<file path="config.mk">
export PLATFORM = sky130hd
export DESIGN_NAME = clkmask_ctrl
export DESIGN_NICKNAME = d
export VERILOG_FILES = /design/src/rtl/clkmask_pkg.sv /design/src/rtl/clkmask_rules.sv /design/src/rtl/clkmask_bank.sv /design/src/rtl/clkmask_ctrl.sv
export SDC_FILE = /design/constraint.sdc
export NUM_CORES = 1
export LEC_CHECK = 0
export ABC_AREA = 1
export CAP_MARGIN = 30
export CORE_MARGIN = 2
export CORE_UTILIZATION = 41
export DETAILED_ROUTE_END_ITERATION = 16
export GPL_TIMING_DRIVEN = 0
export PLACE_DENSITY = 0.78
export SLEW_MARGIN = 20
export SYNTH_ARGS = -nofsm -noshare
export SYNTH_HDL_FRONTEND = slang
export SYNTH_SLANG_ARGS = --single-unit
</file>
<file path="constraint.sdc">
create_clock -name clk -period 2.2 [get_ports clk]
set_input_delay 0.55 -clock clk [delete_from_list [all_inputs] [get_ports clk]]
set_output_delay 0.55 -clock clk [all_outputs]
set_load 0.01 [all_outputs]
</file>
<file path="src/rtl/clkmask_pkg.sv">
`timescale 1ns/1ps
package clkmask_pkg;
   localparam int CLK_ID_W = 4;

   typedef enum logic [CLK_ID_W-1:0] {
      CLK_TOUCH   = 4'd0,
      CLK_UART    = 4'd1,
      CLK_AUDIO   = 4'd2,
      CLK_KEYPAD  = 4'd3,
      CLK_IRDA    = 4'd4,
      CLK_DBGSER  = 4'd5,
      CLK_CSER    = 4'd6,
      CLK_PCIHOST = 4'd7,
      CLK_MODEM   = 4'd8,
      CLK_PCIBUS  = 4'd9,
      CLK_CAM     = 4'd10,
      CLK_ETH0    = 4'd11,
      CLK_ETH1    = 4'd12
   } clk_id_e;

   // register 0 bit positions
   localparam int B_TOUCH    = 0;
   localparam int B_UART     = 1;   // shared with debug serial in newer variant
   localparam int B_AUDIO    = 2;
   localparam int B_KEYPAD   = 3;
   localparam int B_IRDA     = 4;
   localparam int B_DBG_LO   = 5;
   localparam int B_CSER     = 6;
   localparam int B_PCIHOST  = 7;
   localparam int B_UART_AUX = 8;
   localparam int B_MODEM    = 9;
   localparam int B_IRDA_FST = 10;
   localparam int B_DBG_HI   = 11;
   localparam int B_CSER_AUX = 12;
   localparam int B_PCIBUS   = 13;
   localparam int B_TOP0     = 13;

   // register 1 bit positions
   localparam int B_CAM  = 0;
   localparam int B_ETH0 = 1;
   localparam int B_ETH1 = 2;
endpackage

</file>
<file path="src/rtl/clkmask_rules.sv">
`timescale 1ns/1ps
module clkmask_rules
   import clkmask_pkg::*;
#(
   parameter int REG_W = 16
) (
   input  logic                legacy,
   input  logic                op_supply,
   input  logic [CLK_ID_W-1:0] id,
   input  logic [REG_W-1:0]    cur0,
   input  logic [REG_W-1:0]    cur1,
   output logic [REG_W-1:0]    nxt0,
   output logic [REG_W-1:0]    nxt1
);
   logic [REG_W-1:0] m0, m1;
   logic             dbg_on, aux_on;

   assign dbg_on = cur0[B_DBG_LO] | cur0[B_DBG_HI];
   assign aux_on = cur0[B_UART_AUX];

   always_comb begin
      m0 = '0;
      m1 = '0;
      case (id)
         CLK_TOUCH:   m0[B_TOUCH]   = 1'b1;
         CLK_UART:    begin m0[B_UART] = 1'b1; m0[B_UART_AUX] = 1'b1; end
         CLK_AUDIO:   m0[B_AUDIO]   = 1'b1;
         CLK_KEYPAD:  m0[B_KEYPAD]  = 1'b1;
         CLK_IRDA:    begin m0[B_IRDA] = 1'b1; m0[B_IRDA_FST] = 1'b1; end
         CLK_DBGSER:  begin m0[B_DBG_LO] = 1'b1; m0[B_DBG_HI] = 1'b1; end
         CLK_CSER:    begin m0[B_CSER] = 1'b1; m0[B_CSER_AUX] = 1'b1; end
         CLK_PCIHOST: m0[B_PCIHOST] = 1'b1;
         CLK_MODEM:   m0[B_MODEM]   = 1'b1;
         CLK_PCIBUS:  m0[B_PCIBUS]  = 1'b1;
         CLK_CAM:     m1[B_CAM]     = 1'b1;
         CLK_ETH0:    m1[B_ETH0]    = 1'b1;
         CLK_ETH1:    m1[B_ETH1]    = 1'b1;
         default:     ;
      endcase

      // shared serial bit handling in the newer variant
      if (!legacy) begin
         if (op_supply && id == CLK_DBGSER)
            m0[B_UART] = 1'b1;
         if (!op_supply && id == CLK_UART && dbg_on)
            m0[B_UART] = 1'b0;
         if (!op_supply && id == CLK_DBGSER && !aux_on)
            m0[B_UART] = 1'b1;
      end

      nxt0 = op_supply ? (cur0 | m0) : (cur0 & ~m0);
      nxt1 = op_supply ? (cur1 | m1) : (cur1 & ~m1);
   end
endmodule

</file>
<file path="src/rtl/clkmask_bank.sv">
`timescale 1ns/1ps
module clkmask_bank #(
   parameter int REG_W     = 16,
   parameter int ADDR_W    = 3,
   parameter int REG1_ADDR = 4,
   parameter bit HAS_REG1  = 1'b1
) (
   input  logic              clk,
   input  logic              rst,
   input  logic              legacy,
   input  logic              cmd_fire,
   input  logic [REG_W-1:0]  cmd_nxt0,
   input  logic [REG_W-1:0]  cmd_nxt1,
   input  logic              wr,
   input  logic [ADDR_W-1:0] addr,
   input  logic [REG_W-1:0]  wdata,
   output logic [REG_W-1:0]  rdata,
   output logic [REG_W-1:0]  q0,
   output logic [REG_W-1:0]  q1
);
   localparam logic [ADDR_W-1:0] A0 = '0;
   localparam logic [ADDR_W-1:0] A1 = ADDR_W'(REG1_ADDR);

   logic sel0, sel1;
   assign sel0 = (addr == A0);
   assign sel1 = (addr == A1);

   always_ff @(posedge clk) begin
      if (rst)
         q0 <= '0;
      else if (wr) begin
         if (sel0)
            q0 <= wdata;
      end else if (cmd_fire)
         q0 <= cmd_nxt0;
   end

   generate
      if (HAS_REG1) begin : g_reg1
         always_ff @(posedge clk) begin
            if (rst || legacy)
               q1 <= '0;
            else if (wr) begin
               if (sel1)
                  q1 <= wdata;
            end else if (cmd_fire)
               q1 <= cmd_nxt1;
         end
      end else begin : g_no_reg1
         assign q1 = '0;
      end
   endgenerate

   always_comb begin
      if (sel0)
         rdata = q0;
      else if (sel1 && !legacy)
         rdata = q1;
      else
         rdata = '0;
   end
endmodule

</file>
<file path="src/rtl/clkmask_ctrl.sv">
`timescale 1ns/1ps
module clkmask_ctrl
   import clkmask_pkg::*;
#(
   parameter int REG_W     = 16,
   parameter int ADDR_W    = 3,
   parameter int REG1_ADDR = 4,
   parameter bit HAS_REG1  = 1'b1
) (
   input  logic              clk,
   input  logic              rst,
   input  logic              legacy_mode,
   input  logic              cmd_valid,
   input  logic              cmd_supply,
   input  logic [3:0]        cmd_id,
   input  logic              reg_wr,
   input  logic [ADDR_W-1:0] reg_addr,
   input  logic [REG_W-1:0]  reg_wdata,
   output logic [REG_W-1:0]  reg_rdata,
   output logic [REG_W-1:0]  clk_en0,
   output logic [REG_W-1:0]  clk_en1
);
   generate
      if (REG_W <= B_TOP0) begin : g_bad_width
         $error("clkmask_ctrl: REG_W too narrow for register 0 map");
      end
      if (REG1_ADDR <= 0 || REG1_ADDR >= (1 << ADDR_W)) begin : g_bad_addr
         $error("clkmask_ctrl: REG1_ADDR outside address range");
      end
   endgenerate

   logic [REG_W-1:0] nxt0, nxt1;

   clkmask_rules #(.REG_W(REG_W)) u_rules (
      .legacy    (legacy_mode),
      .op_supply (cmd_supply),
      .id        (cmd_id),
      .cur0      (clk_en0),
      .cur1      (clk_en1),
      .nxt0      (nxt0),
      .nxt1      (nxt1)
   );

   clkmask_bank #(
      .REG_W     (REG_W),
      .ADDR_W    (ADDR_W),
      .REG1_ADDR (REG1_ADDR),
      .HAS_REG1  (HAS_REG1)
   ) u_bank (
      .clk      (clk),
      .rst      (rst),
      .legacy   (legacy_mode),
      .cmd_fire (cmd_valid),
      .cmd_nxt0 (nxt0),
      .cmd_nxt1 (nxt1),
      .wr       (reg_wr),
      .addr     (reg_addr),
      .wdata    (reg_wdata),
      .rdata    (reg_rdata),
      .q0       (clk_en0),
      .q1       (clk_en1)
   );
endmodule

</file>
==> results.toml <==
[route]
routed_wl_microns = 5930
vias = 2176
wl_per_cell_microns = 14.0
first_iter_violations = 103
ant_nets = 0
dr.pass1.iters = 4
drc = 0
viasPerCell = 5.13

[die]
die_area_sq_um = 4950
start_util_pct = 42.0
rows = 24
core_area_sq_um = 4290
die_w_microns = 70.3
die_h_microns = 70.3
io-pin-count = 77

[critical_path]
critical_path_required_ns = 1.65
cp-end-kind = "output port"
path_max_fanout = 4
regToRegSetupSlack_ns = 1.17
path_class = "input port to output port"
worstPathArrival_ns = 1.61
cp-start-kind = "input port"
reg2reg_depth = 9

[grt]
grt_first_pass_wirelength_microns = 9520
grtUsageTotal_pct = 24.6
grt_max_degree = 11
grt_overflow = 0
first_global_vias = 1997
antenna_found_initial = 0

[logic_synthesis]
synthFlopType = "dfxtp_1"
async_flop_share_pct = 0
synth-seq-area-share_pct = 35.5
synth_most_common_cell = "nand2_1"
ys_warn_count = 0
synth-edff-count = 0
synth_common_cells = "70 x nand2_1, 39 x inv_1, 32 x dfxtp_1"
syn_area_sq_um = 1800
synth_area_per_cell_sq_um = 6.42
ys_types = 24
netlist_instances = 281
yosysTopAreaCellShare_pct = 35.5
synth_area_leaders = "dfxtp_1 36%, nand2_1 15%, inv_1 8.1%, o21ai_0 7.5%, a21oi_1 6.4%"
ys_ff_latch = 32
synth_top_cell_by_area = "dfxtp_1"
syn_nets = 310

[cts]
htreeDepth = 2
ctsHoldBuffers = 0
cts_buffer_depth = 2
cts_tree = "built"
clk_latency_ns = 0.29
cts.sinks = 32
clkTransAtPathRegs_ns = 0.07
clockRootBuffer = "clkbuf_8"
cts_inserted_buffers = 5

[sta]
tns_ns = 0
setup_ws_ns = 0.0439
max_freq_mhz = 464
min_period_over_period_pct = 98.0
worst_pin_slew_ns = 0.507
clock_skew_ns = 0.00242
relSlewSlack_pct = 66.2
period_minus_slack_ns = 2.16
setup_violations = 0
slew_violations = 0
finalHoldViolCount = 0

[pwr]
power_mw = 1.35
p_leak_nw = 1.18
p_per_area_nw_per_um2 = 498
vdd_ir_drop_max_mv = 0.364

[placed_design]
pre_cts_ws_ns = -0.860
dp_hpwl_microns = 4260
gp_congestion = 0.887
io_buffers = 74

[cells_and_area]
layout-drive-gt1-share_pct = 13.2
fin_util_pct = 63.3
area_delta_synth_final_pct = 50.6
fin_nets = 401
diodes = 0

[outcome]
status = "complete, no violations"

[min_path]
hold-path-endpoint = "u_bank.q1[11]"
min-delay-start = "u_bank.q1[11]"
hp-class = "register to register"
hold_path_depth = 2

[flow_run]
maxCapViolations = 0
-- timing repair --
action,CTS,global route
gates resized for setup,52,13
cloned,0,0
pin swaps,2,2
hold endpoints to repair,0,0
setup buffers,8,2
setup endpoints to repair,16,16
-- metrics by stage --
step	hold WS, ns	cell area (sq um)	std cells
4_1_cts	0.474	2730	422
6_report	0.474	2720	424
5_1_grt	0.501	2720	424
2_1_floorplan	0.483	1800	281
3_5_place_dp	0.452	2610	407
3_3_place_gp	0.454	2610	407
-- critical path, cell delays in order --
cell and delay [ns]:
buf_2 0.13, nor2_8 0.12, nand3b_1 0.19, buf_4 0.20, buf_4 0.13, o22ai_1 0.12
buf_2 0.16
-- area by class of cell --
class / count / area [sq um]
tap: 52 / 65.1
fill: 430 / 1580
buffer: 11 / 77.6
sequential: 32 / 641
inverter: 41 / 154
multi-input combinational: 197 / 952
clock buffer: 6 / 72.6
timing repair buffer: 84 / 749
clock inverter: 1 / 5.00
-- placed cells by master, fill, tap and decap left out, drive strengths merged --
master / n
inv: 41
clkbuf: 12
nor2: 30
nand3b: 1
clkdlybuf4s50: 54
nand3: 10
a21oi: 23
dfxtp: 32
buf: 27
nand4: 1
clkdlybuf4s15: 3
o21a: 1
nand2: 75
nor3: 2
clkinv: 1
o22ai: 16
dlygate4sd2: 5
o21ai: 35
a22o: 1
a211oi: 2
-- power breakdown --
part / switching (mW) / leakage [nW] / internal (mW)
clock network: 0.229 / 0.0410 / 0.215
logic: 0.158 / 0.879 / 0.138
registers: 0.0132 / 0.260 / 0.601
-- per-layer routing --
layer	vias up	global-route usage [%]	part of all wire (%)
met5	-	0	0
met2	87	39.1	47
met3	12	5.77	7.0
met1	982	32.3	44
met4	0	8.76	1.7
li1	1095	-	-
-- how the worst max path moves through the flow --
stage	from	endpoint	slack [ns]	depth (start not counted)
floorplan	reg_addr[1]	reg_rdata[0]	0.37	4
global placement	reg_addr[2]	reg_rdata[14]	-0.88	6
detailed placement	reg_addr[1]	reg_rdata[14]	-0.86	6
CTS	reg_addr[0]	reg_rdata[14]	0.003	6
global route	reg_addr[1]	reg_rdata[3]	-0.001	6
finish	reg_addr[1]	reg_rdata[1]	0.04	7
-- cell families after synthesis --
| kind of cell | count (synthesis) | synth area share (%) |
|---|---|---|
| flops | 32 | 35.5 |
| buf+inv | 52 | 11.9 |
| compound gates | 78 | 23.4 |
| simple gates | 119 | 29.2 |
(Power assumes the default switching activity.)
